**src/rtl/g832_inj_pkg.sv**
```systemverilog
package g832_inj_pkg;
  localparam int NUM_ERR = 4;
  typedef enum logic [1:0] {
    ERR_FA  = 2'd0,
    ERR_BIP = 2'd1,
    ERR_RDI = 2'd2,
    ERR_REI = 2'd3
  } err_e;
  typedef logic [NUM_ERR-1:0] err_vec_t;
endpackage

```
**src/rtl/g832_frame_pos.sv**
```systemverilog
module g832_frame_pos
  import g832_inj_pkg::*;
#(
  parameter int ROW_BYTES   = 60,
  parameter int FRAME_BYTES = 537,
  parameter int EM_ROW      = 1,
  parameter int MA_ROW      = 3
) (
  input  logic     clk_i,
  input  logic     rst_ni,
  input  logic     bit_en_i,
  output logic     sof_o,
  output err_vec_t marks_o
);
  localparam int FRAME_BITS = FRAME_BYTES * 8;
  localparam int PW         = $clog2(FRAME_BITS);
  localparam int EM_BIT     = EM_ROW * ROW_BYTES * 8;
  localparam int MA_BIT     = MA_ROW * ROW_BYTES * 8;

  logic [PW-1:0] pos_q;
  logic          last;

  assign last = (pos_q == PW'(FRAME_BITS - 1));

  always_ff @(posedge clk_i or negedge rst_ni) begin
    if (!rst_ni)       pos_q <= '0;
    else if (bit_en_i) pos_q <= last ? '0 : pos_q + 1'b1;
  end

  assign sof_o = (pos_q == '0);

  always_comb begin
    marks_o          = '0;
    marks_o[ERR_FA]  = (pos_q == '0);
    marks_o[ERR_BIP] = (pos_q == PW'(EM_BIT));
    marks_o[ERR_RDI] = (pos_q == PW'(MA_BIT));
    marks_o[ERR_REI] = (pos_q == PW'(MA_BIT + 1));
  end

  a_r2_marks_onehot: assert property (@(posedge clk_i) disable iff (!rst_ni)
    $onehot0(marks_o));
  a_r2_wrap: assert property (@(posedge clk_i) disable iff (!rst_ni)
    (bit_en_i && last) |=> sof_o);
  a_r12_pos_hold: assert property (@(posedge clk_i) disable iff (!rst_ni)
    !bit_en_i |=> $stable(pos_q));
endmodule

```
**src/rtl/g832_err_arm.sv**
```systemverilog
module g832_err_arm
  import g832_inj_pkg::*;
(
  input  logic     clk_i,
  input  logic     rst_ni,
  input  logic     wr_i,
  input  err_vec_t req_i,
  input  err_vec_t hit_i,
  output err_vec_t armed_o
);
  for (genvar k = 0; k < NUM_ERR; k++) begin : g_arm
    logic armed_q;
    // write only arms an idle type; a pass while armed disarms
    always_ff @(posedge clk_i or negedge rst_ni) begin
      if (!rst_ni) armed_q <= 1'b0;
      else         armed_q <= (armed_q & ~hit_i[k]) | (wr_i & req_i[k] & ~armed_q);
    end
    assign armed_o[k] = armed_q;

    a_r4_arm_set: assert property (@(posedge clk_i) disable iff (!rst_ni)
      (wr_i && req_i[k] && !armed_q) |=> armed_q);
    a_r4_no_spurious: assert property (@(posedge clk_i) disable iff (!rst_ni)
      (!armed_q && !(wr_i && req_i[k])) |=> !armed_q);
  end
endmodule

```
**src/rtl/g832_oh_err_inj.sv**
```systemverilog
module g832_oh_err_inj
  import g832_inj_pkg::*;
#(
  parameter int ROW_BYTES   = 60,
  parameter int FRAME_BYTES = 537,
  parameter int EM_ROW      = 1,
  parameter int MA_ROW      = 3
) (
  input  logic               clk_i,
  input  logic               rst_ni,
  input  logic               bit_en_i,
  input  logic               data_i,
  input  logic               req_wr_i,
  input  logic [NUM_ERR-1:0] req_i,
  output logic               sof_o,
  output logic [NUM_ERR-1:0] mark_o,
  output logic               data_valid_o,
  output logic               data_o,
  output logic [NUM_ERR-1:0] inj_o,
  output logic [NUM_ERR-1:0] armed_o
);
  err_vec_t marks, hit, armed, inj_d, inj_q;
  logic     flip, data_q, valid_q;

  g832_frame_pos #(
    .ROW_BYTES  (ROW_BYTES),
    .FRAME_BYTES(FRAME_BYTES),
    .EM_ROW     (EM_ROW),
    .MA_ROW     (MA_ROW)
  ) i_pos (
    .clk_i   (clk_i),
    .rst_ni  (rst_ni),
    .bit_en_i(bit_en_i),
    .sof_o   (sof_o),
    .marks_o (marks)
  );

  assign hit = bit_en_i ? marks : '0;

  g832_err_arm i_arm (
    .clk_i  (clk_i),
    .rst_ni (rst_ni),
    .wr_i   (req_wr_i),
    .req_i  (req_i),
    .hit_i  (hit),
    .armed_o(armed)
  );

  assign inj_d = hit & armed;
  assign flip  = |inj_d;

  always_ff @(posedge clk_i or negedge rst_ni) begin
    if (!rst_ni) begin
      data_q  <= 1'b0;
      valid_q <= 1'b0;
      inj_q   <= '0;
    end else begin
      valid_q <= bit_en_i;
      inj_q   <= inj_d;
      if (bit_en_i) data_q <= data_i ^ flip;
    end
  end

  assign mark_o       = marks;
  assign data_valid_o = valid_q;
  assign data_o       = data_q;
  assign inj_o        = inj_q;
  assign armed_o      = armed;

  for (genvar k = 0; k < NUM_ERR; k++) begin : g_chk
    a_r9_inj_at_mark: assert property (@(posedge clk_i) disable iff (!rst_ni)
      (bit_en_i && armed_o[k] && mark_o[k]) |=> (inj_o[k] && !armed_o[k]));
  end

  // the pulsed bit is the inverse of what came in
  a_r5_flip: assert property (@(posedge clk_i) disable iff (!rst_ni)
    (inj_o != '0) |-> (data_o != $past(data_i)));
  a_r3_valid: assert property (@(posedge clk_i) disable iff (!rst_ni)
    bit_en_i |=> data_valid_o);
  a_r12_idle: assert property (@(posedge clk_i) disable iff (!rst_ni)
    !bit_en_i |=> (!data_valid_o && inj_o == '0 && $stable(data_o)));
  a_r12_armed_hold: assert property (@(posedge clk_i) disable iff (!rst_ni)
    (!bit_en_i && !req_wr_i) |=> $stable(armed_o));
endmodule

```
**config.mk**
```make
export PLATFORM = sky130hd
export DESIGN_NAME = g832_oh_err_inj
export DESIGN_NICKNAME = d
export VERILOG_FILES = /design/src/rtl/g832_inj_pkg.sv /design/src/rtl/g832_frame_pos.sv /design/src/rtl/g832_err_arm.sv /design/src/rtl/g832_oh_err_inj.sv
export SDC_FILE = /design/constraint.sdc
export NUM_CORES = 1
export LEC_CHECK = 0
export ABC_AREA = 0
export BUFFER_PORTS_ARGS = -buffer_cell sky130_fd_sc_hd__buf_2
export CELL_PAD_IN_SITES_DETAIL_PLACEMENT = 1
export CELL_PAD_IN_SITES_GLOBAL_PLACEMENT = 2
export CORE_ASPECT_RATIO = 1.4
export CORE_MARGIN = 1.5
export CORE_UTILIZATION = 33
export CTS_CLUSTER_SIZE = 30
export DETAILED_ROUTE_END_ITERATION = 6
export GPL_TIMING_DRIVEN = 1
export PLACE_DENSITY_LB_ADDON = 0.15
export REMOVE_ABC_BUFFERS = 1
export SLEW_MARGIN = 20
export SYNTH_ARGS = -nofsm -noshare
export SYNTH_HDL_FRONTEND = slang
export SYNTH_SLANG_ARGS = --single-unit
```
**constraint.sdc**
```tcl
create_clock -name clk_i -period 2.35 [get_ports clk_i]
set_input_delay 0.235 -clock clk_i [delete_from_list [all_inputs] [get_ports clk_i]]
set_output_delay 0.235 -clock clk_i [all_outputs]
set_load 0.05 [all_outputs]
```
== Word-level counts from Yosys, hierarchy flattened ==
Index checks and enable logic that the tools add are counted.
Cells by class
  add/sub/neg operators: 1
  equality and inequality tests: 4
  mux-type cells: 2
  bitwise gates (word level): 26
  reductions and logical operators: 2
Operators by type and width (number)
  13-bit by 11-bit equality test with 1-bit output, second input constant: 2
  13-bit by 1-bit adder with 13-bit output, second input constant: 1
  13-bit equality test, second input constant: 1
  13-bit by 9-bit equality test with 1-bit output, second input constant: 1
  13-bit zero test: 1
  13-bit two-way mux: 1
  1-bit bitwise AND: 12
  1-bit inverter: 8
  4-bit bitwise AND: 1
  4-bit two-way mux: 1
  1-bit bitwise OR: 4
  4-bit OR reduction: 1
  1-bit XOR: 1
Storage, ports and cells
  bits in registers: 23
  input bits: 9
  output and inout bits: 15
  word-level logic and storage cells: 43

== Longest topological paths before layout ==
Gate-level depths: netlist of the first run.
  word-level depth: 5
  mapped depth: 6
  mapped depth without buffers: 6

== Modules after synthesis ==
Synthesis of the first run repeated with hierarchy kept, for this count alone.
Unflattened totals
  cells, all modules: 116
  area, all modules: 1206.2 um^2
By module, submodules not included
  g832_frame_pos: instances 1, cells each 79, area an instance 758.2 um^2, seq. area each 325.3 um^2
  g832_oh_err_inj: instances 1, cells each 21, area an instance 262.8 um^2, seq. area each 150.1 um^2
  g832_err_arm: instances 1, cells each 16, area an instance 185.2 um^2, seq. area each 100.1 um^2

== Least setup slack after synthesis of the first run ==
OpenSTA, ideal clock, no wires.
  path type: flip-flop to output port
  start: reg i_pos.pos_q[0]
  end: out mark_o[0]
  arrival: 3.178 ns
  required time: 2.115 ns
  slack: -1.063 ns
  stages on the path, launching flop included: 6
  buffers on the path: 1
  path through: dfrtp_1 -> inv_1 -> ha_1 -> or4b_4 -> nor4_1 -> buf_4
Between the ends
  word-level cells in the longest chain between the ends: 1
RTL lines
  start: declaration: RTL line g832_frame_pos.sv:20  | logic [PW-1:0] pos_q;
  start signal: assignment: RTL line g832_frame_pos.sv:27  | else if (bit_en_i) pos_q <= last ? '0 : pos_q + 1'b1;
  13-bit zero test
  end: declaration: RTL line g832_oh_err_inj.sv:16  | output logic [NUM_ERR-1:0] mark_o,
No other way between the ends.

== Final worst setup path of the first run ==
  start: reg i_pos.pos_q[0]
  end: out sof_o
Between the ends
  word-level cells in the longest chain between the ends: 1
RTL lines
  13-bit zero test: RTL line g832_frame_pos.sv:30  | assign sof_o = (pos_q == '0);
  end: declaration: RTL line g832_oh_err_inj.sv:15  | output logic sof_o,
No other way between the ends.

==> flow_metrics.tcl, run 1 <==
set metrics [dict create \
    worstSetupPathType "reg -> out" \
    cts_max_path_buffers 2 \
    gr-usage-met2 0.296 \
    setup_violations 0 \
    clock_tree.root_cell "clkbuf_8" \
    remaining_drc_errors 0 \
    cp_max_fo 4 \
    grt_util_all_layers 0.169 \
    dieArea_mm2 0.00410 \
    outcome "finished, final reports clean" \
    final_cell_mix "dfrtp_1, buf_2, nor2_1, nand2_1, nand4_1" \
    synthesis.area_mm2 0.00123 \
    routed_wl_um 3000 \
    synthCells 120 \
    multi_input_area_um2 584 \
    top_usage_layer "met2" \
    gr-total-overflow 0 \
    dp_hpwl_um 2270 \
    initial_utilization 0.340 \
    vias 969 \
    via_per_inst 5.32 \
    ios 24 \
    fp.dieH_um 75.2 \
    tightest_slew_ps 537 \
    drive_above_1_share 0.257 \
    timing.final.ws_setup_ps 92.8 \
    cts_sinks 23 \
    rsz0062_at_grt "false" \
    die_w_um 54.6 \
    dpl_worst_slack_ps 119 \
    utilization 0.397 \
    fmax_mhz 443 \
    slew_viol_final 0 \
    synthToLayoutAreaGrowth_pct 16.6 \
    h-tree-depth 1 \
    finClkSkew_ps 5.84 \
    finalPower_w 0.00100 \
    antenna_found_initial 0 \
    ys_ff_latch 23 \
    crit_arrival_ps 2020 \
    hp-class "in -> reg" \
    syn_area_per_cell_um2 10.2 \
    finalCriticalPeriod_ps 2260 \
    grt_use_met3 0.0218 \
    end_kind "primary output" \
    clk_pin_slew_ps 80 \
    ys_seq_area_frac 0.468 \
    clk_latency_ps 270 \
    dr.pass1.iters 3 \
    hold_viol 0 \
    synthDistinctLibCells 35 \
    p_leak_nw 0.670 \
    cts_tree "yes" \
    cp-start-kind "flip-flop" \
    n_fill_cell 412 \
    p_per_area_mw_per_mm2 698 \
    numCtsBuffers 3 \
    layout_commonest_cell "dfrtp_1" \
    drt_iter0_drc 7 \
    cp.required_ps 2120 \
    period_share 0.961 \
    finalNetCount 153 \
    grt_max_degree 24 \
    grt_pass1_vias 1043 \
    relSlewSlack 0.642 \
    use_met1 0.196 \
    core-area_mm2 0.00361 \
    row_count 26 \
    vdd_drop_max_v 0.000394 \
    grt_first_pass_wirelength_um 4980 \
    ant_nets 0 \
    antenna_cells 0 \
    cap_violations 0 \
    seq_area_um2 576 \
    portBuffers 23 \
    yosys_warnings 0 \
    routabilityCongestion 0.664 \
    post_drt_wl_per_cell_um 16.5 \
]
==> Yosys cell counts <==
cell type   n  area (µm²)
a21o_1      1        7.51
a21oi_1     3        15.0
a22o_1      1        8.76
a22oi_1     1        7.51
a31oi_1     2        12.5
and2_1      3        18.8
and3_1      6        37.5
and3_2      1        7.51
and4_1      3        26.3
and4b_2     1        11.3
buf_2       1        5.00
buf_4       5        37.5
buf_6       1        11.3
buf_8       1        15.0
clkbuf_1    1        3.75
clkbuf_2    1        5.00
dfrtp_1    23         576
ha_1        3        37.5
inv_1       5        18.8
mux2i_1     1        10.0
nand2_1     8        30.0
nand3_1     5        25.0
nand4_1     7        43.8
nor2_1     10        37.5
nor3_1      2        10.0
nor4_1      2        12.5
nor4_4      1        21.3
nor4b_1     1        8.76
nor4bb_1    3        30.0
o21ai_0     3        15.0
o31ai_1     1        7.51
or4_1       3        22.5
or4b_4      1        13.8
xnor2_1     6        52.6
xor2_1      3        26.3
==> registers in the layout (all words and copies together), names as in the netlist <==
signal / cells
data_valid_o: 1
data_o: 1
inj_o: 4
i_pos.pos_q: 13
i_arm.g_arm.armed_q: 4
==> cell type report <==
cell class / instances / area share
Multi-Input combinational cell: 82 / 0.408
Sequential cell: 23 / 0.402
Timing Repair Buffer: 26 / 0.108
Tap cell: 42 / 0.0367
Clock buffer: 3 / 0.0288
Inverter: 5 / 0.0131
Clock inverter: 1 / 0.00349
==> path summary, 6_finish.rpt <==
path / start / slack (ps) / cells past startpoint / endpoint
max in group asynchronous: rst_ni / 1520 / 2 / i_pos.pos_q[4]
worst min register to register: i_arm.g_arm[2].armed_q / 540 / 1 / i_arm.g_arm[2].armed_q
min in group asynchronous: rst_ni / 470 / 2 / inj_o[2]
worst min-delay path: bit_en_i / 200 / 1 / data_valid_o
worst max-delay path: i_pos.pos_q[0] / 90 / 5 / sof_o
worst max register to register: i_pos.pos_q[0] / 350 / 6 / data_o
==> report_power, final <==
part	internal (W)	switching [W]
Clock	0.000119	0.000135
Sequential	0.000445	0.0000818
Combinational	0.0000947	0.000124
==> routing by layer <==
metal,up-vias,routed length (µm)
met5,-,0
met4,0,61
met3,5,97
met2,18,1610
met1,482,1230
li1,464,-
==> kinds of logic (layout without fill, tap and decap cells) <==
group | count (synthesis) | in the layout | synth area share
buffers and inverters | 15 | 35 | 0.0784
flip-flops | 23 | 23 | 0.468
XOR/XNOR | 9 | 9 | 0.0642
multiplexers | 1 | 1 | 0.00815
adder cells (fa/ha/maj) | 3 | 3 | 0.0306
AND/OR/NAND/NOR | 57 | 57 | 0.290
AO/OA/AOI/OAI | 12 | 12 | 0.0601
==> worst max-delay path, cell delays in order, from the launching register on <==
cell     delay (ps)
dfrtp_1         430
inv_1           130
ha_1            210
or4b_4          520
nor4_4          250
buf_6           210
==> stage by stage <==
stage / area, µm² / std cells / setup TNS, ps / hold WS (ps)
2_1_floorplan: 1150 / 110 / -6170 / -60.6
3_3_place_gp: 1330 / 177 / 0 / 240
3_5_place_dp: 1330 / 177 / 0 / 255
4_1_cts: 1410 / 182 / 0 / 189
5_1_grt: 1430 / 182 / 0 / 202
6_report: 1430 / 182 / 0 / 196
==> timing repair <==
action                                 CTS  global route
hold buffers                             1             0
setup endpoints to repair                2             5
endpoints found under the hold margin   23             0
resized for setup                        4             6
pin swaps                                0             1
setup buffers                            0             0
No activity file was read; power rests on OpenSTA's default activity.
==> inputs of run 2 (changes only) <==
Settings changed: SYNTH_HIERARCHICAL set to 1.
Clock period 2.35 ns to 2.25 ns, I/O delays scaled along.
==> flow_metrics.tcl, run 2 <==
set metrics [dict create \
    synth_enable_flop_cells 0 \
    hold_viol 0 \
    power_frac_comb 0.298 \
    async_flop_share 1.00 \
    hold_depth 3 \
    synthCells 116 \
    syn_area_per_cell_um2 10.4 \
    crit_arrival_ps 1970 \
    p_leak_nw 0.699 \
    outcome "finished, final reports clean" \
    vdd_drop_max_v 0.000336 \
    fmax_mhz 456 \
    cap_violations 0 \
    ys_ff_latch 23 \
    setup_tns_ps 0 \
    cp_max_fo 4 \
    drt_iter0_drc 7 \
    synth_most_common_cell "dfrtp_1" \
    finClkSkew_ps 1.80 \
    dr.pass1.iters 4 \
    ff2ff_setup_slack_ps 190 \
    power_frac_clock 0.221 \
    ys.flop_type "dfrtp_1" \
    hp-class "in -> reg" \
    row_count 25 \
    final_cell_mix "dfrtp_1, buf_2, nand2_1, nand4_1" \
    setup_violations 0 \
    dieArea_mm2 0.00403 \
    finalCriticalPeriod_ps 2190 \
    finalNetCount 155 \
    fp.dieH_um 74.5 \
    synth_top_area_cell "dfrtp_1" \
    cp.required_ps 2030 \
    slew_viol_final 0 \
    p_int_w 0.000719 \
    synthesis.area_mm2 0.00121 \
    dp_hpwl_um 2160 \
    cts_tree "yes" \
    yosys_warnings 6 \
    antenna_cells 0 \
    cp-start-kind "flip-flop" \
    grt_pass1_vias 1020 \
    grt_util_all_layers 0.161 \
    p_per_area_mw_per_mm2 781 \
    portBuffers 23 \
    worstSetupPathType "reg -> out" \
    initial_utilization 0.351 \
    remaining_drc_errors 0 \
    routabilityCongestion 0.748 \
    grt_max_degree 24 \
    drive_above_1_share 0.331 \
    ff2ff_path_depth 6 \
    core-area_mm2 0.00344 \
    rsz0062_at_grt "true" \
    die_w_um 54.1 \
    synthDistinctLibCells 33 \
    synth_top_area_share 0.477 \
    n_fill_cell 418 \
    p_seq_frac 0.481 \
    ys_seq_area_frac 0.477 \
    antenna_found_initial 0 \
    clk_pin_slew_ps 80 \
    clock_tree.root_cell "clkbuf_8" \
    synthToLayoutAreaGrowth_pct 20.9 \
    tightest_slew_ps 526 \
    ant_nets 0 \
    relSlewSlack 0.649 \
    regMostFlops "i_pos/pos_q" \
    clk_latency_ps 260 \
    synth_common_cells "dfrtp_1, nand2_1, nand4_1" \
    grt_first_pass_wirelength_um 4770 \
    power.switching_w 0.000420 \
    end_kind "primary output" \
    ios 24 \
    layout_commonest_cell "dfrtp_1" \
    routed_wl_um 2810 \
    numCtsBuffers 3 \
    vias 954 \
    post_drt_wl_per_cell_um 15.5 \
    swShare 0.369 \
    via_per_inst 5.24 \
    cts_sinks 23 \
    utilization 0.424 \
    h-tree-depth 1 \
    period_share 0.975 \
    cts_max_path_buffers 2 \
    gr-total-overflow 0 \
    synth_area_leaders "dfrtp_1, nand2_1, xor2_1, mux2i_1, buf_4" \
    largest_reg_flops 13 \
]
==> run 2: cell types whose count changed after synthesis, moves of 4 or more <==
cell / before / now
nand2_1: 8 / 17
and3_1: 6 / 0
nor2_1: 10 / 4
or3_1: 0 / 5
and2_2: 0 / 4
xnor2_1: 6 / 2
==> run 2: logic make-up after synthesis <==
logic type / Yosys count / share of synthesized area
AOI/OAI and AO/OA: 13 / 0.0768
xor gates and xnor gates: 7 / 0.0508
adders and majority gates: 3 / 0.0311
buffers and inverters: 10 / 0.0477
DFF: 23 / 0.477
muxes: 4 / 0.0332
and+or+nand+nor: 56 / 0.283
==> run 2: final timing paths <==
path                                          endpoint           start
worst max-delay path                         mark_o[2]  i_pos/pos_q[9]
worst min-delay path            i_arm/g_arm[2].armed_q        req_i[2]
worst max register to register                  data_o  i_pos/pos_q[9]
worst min register to register                  data_o          data_o
max in group asynchronous               i_pos/pos_q[7]          rst_ni
min in group asynchronous                     inj_o[0]          rst_ni
==> run 2: power groups by stage <==
stage / Clock (W) / Combinational [W] / Sequential [W]
detailed placement: 0 / 0.000320 / 0.000563
floorplan: 0 / 0.000183 / 0.000590
global route: 0.000282 / 0.000377 / 0.000560
global placement: 0 / 0.000308 / 0.000558
CTS: 0.000267 / 0.000324 / 0.000555
finish: 0.000251 / 0.000339 / 0.000548
==> run 2: stage by stage <==
step / total power, W / instances / worst slack (ps) / cell area, µm² / hold WS (ps)
6_report: 0.00114 / 182 / 56.0 / 1460 / 207
5_1_grt: 0.00122 / 182 / -10.4 / 1460 / 210
4_1_cts: 0.00115 / 181 / -41.1 / 1440 / 202
3_5_place_dp: 0.000883 / 176 / 42.4 / 1350 / 237
3_3_place_gp: 0.000867 / 176 / 119 / 1350 / 233
2_1_floorplan: 0.000773 / 110 / -2510 / 1160 / -70.6
==> run 2: cell type report <==
cell class / instances / area [µm²] / area share
Tap cell: 40 / 50.0 / 0.0343
Timing Repair Buffer: 28 / 178 / 0.122
Multi-Input combinational cell: 83 / 594 / 0.408
Clock buffer: 4 / 45.0 / 0.0309
Sequential cell: 23 / 576 / 0.395
Inverter: 4 / 15.0 / 0.0103
==> run 2: worst max-delay path, cell delays in order (launching register included) <==
cell     delay, ps
dfrtp_1        390
or3_4          420
or4_4          570
nor2_4         160
buf_6          180
==> run 2: per-layer routing <==
metal  vias up  track usage  part of all wire
li1        460            -                 -
met1       474        0.186              0.41
met2        18        0.295              0.55
met4         0       0.0583            0.0082
met3         2       0.0201             0.030
met5         -            0                 0
==> run 2: timing repair <==
action                                  in CTS  in global routing
hold buffers                                 1                  0
endpoints found under the setup margin       3                  3
resized for setup                            8                  3
hold endpoints to repair                    23                  0
pin swaps                                    1                  1
buffers inserted                             0                  1
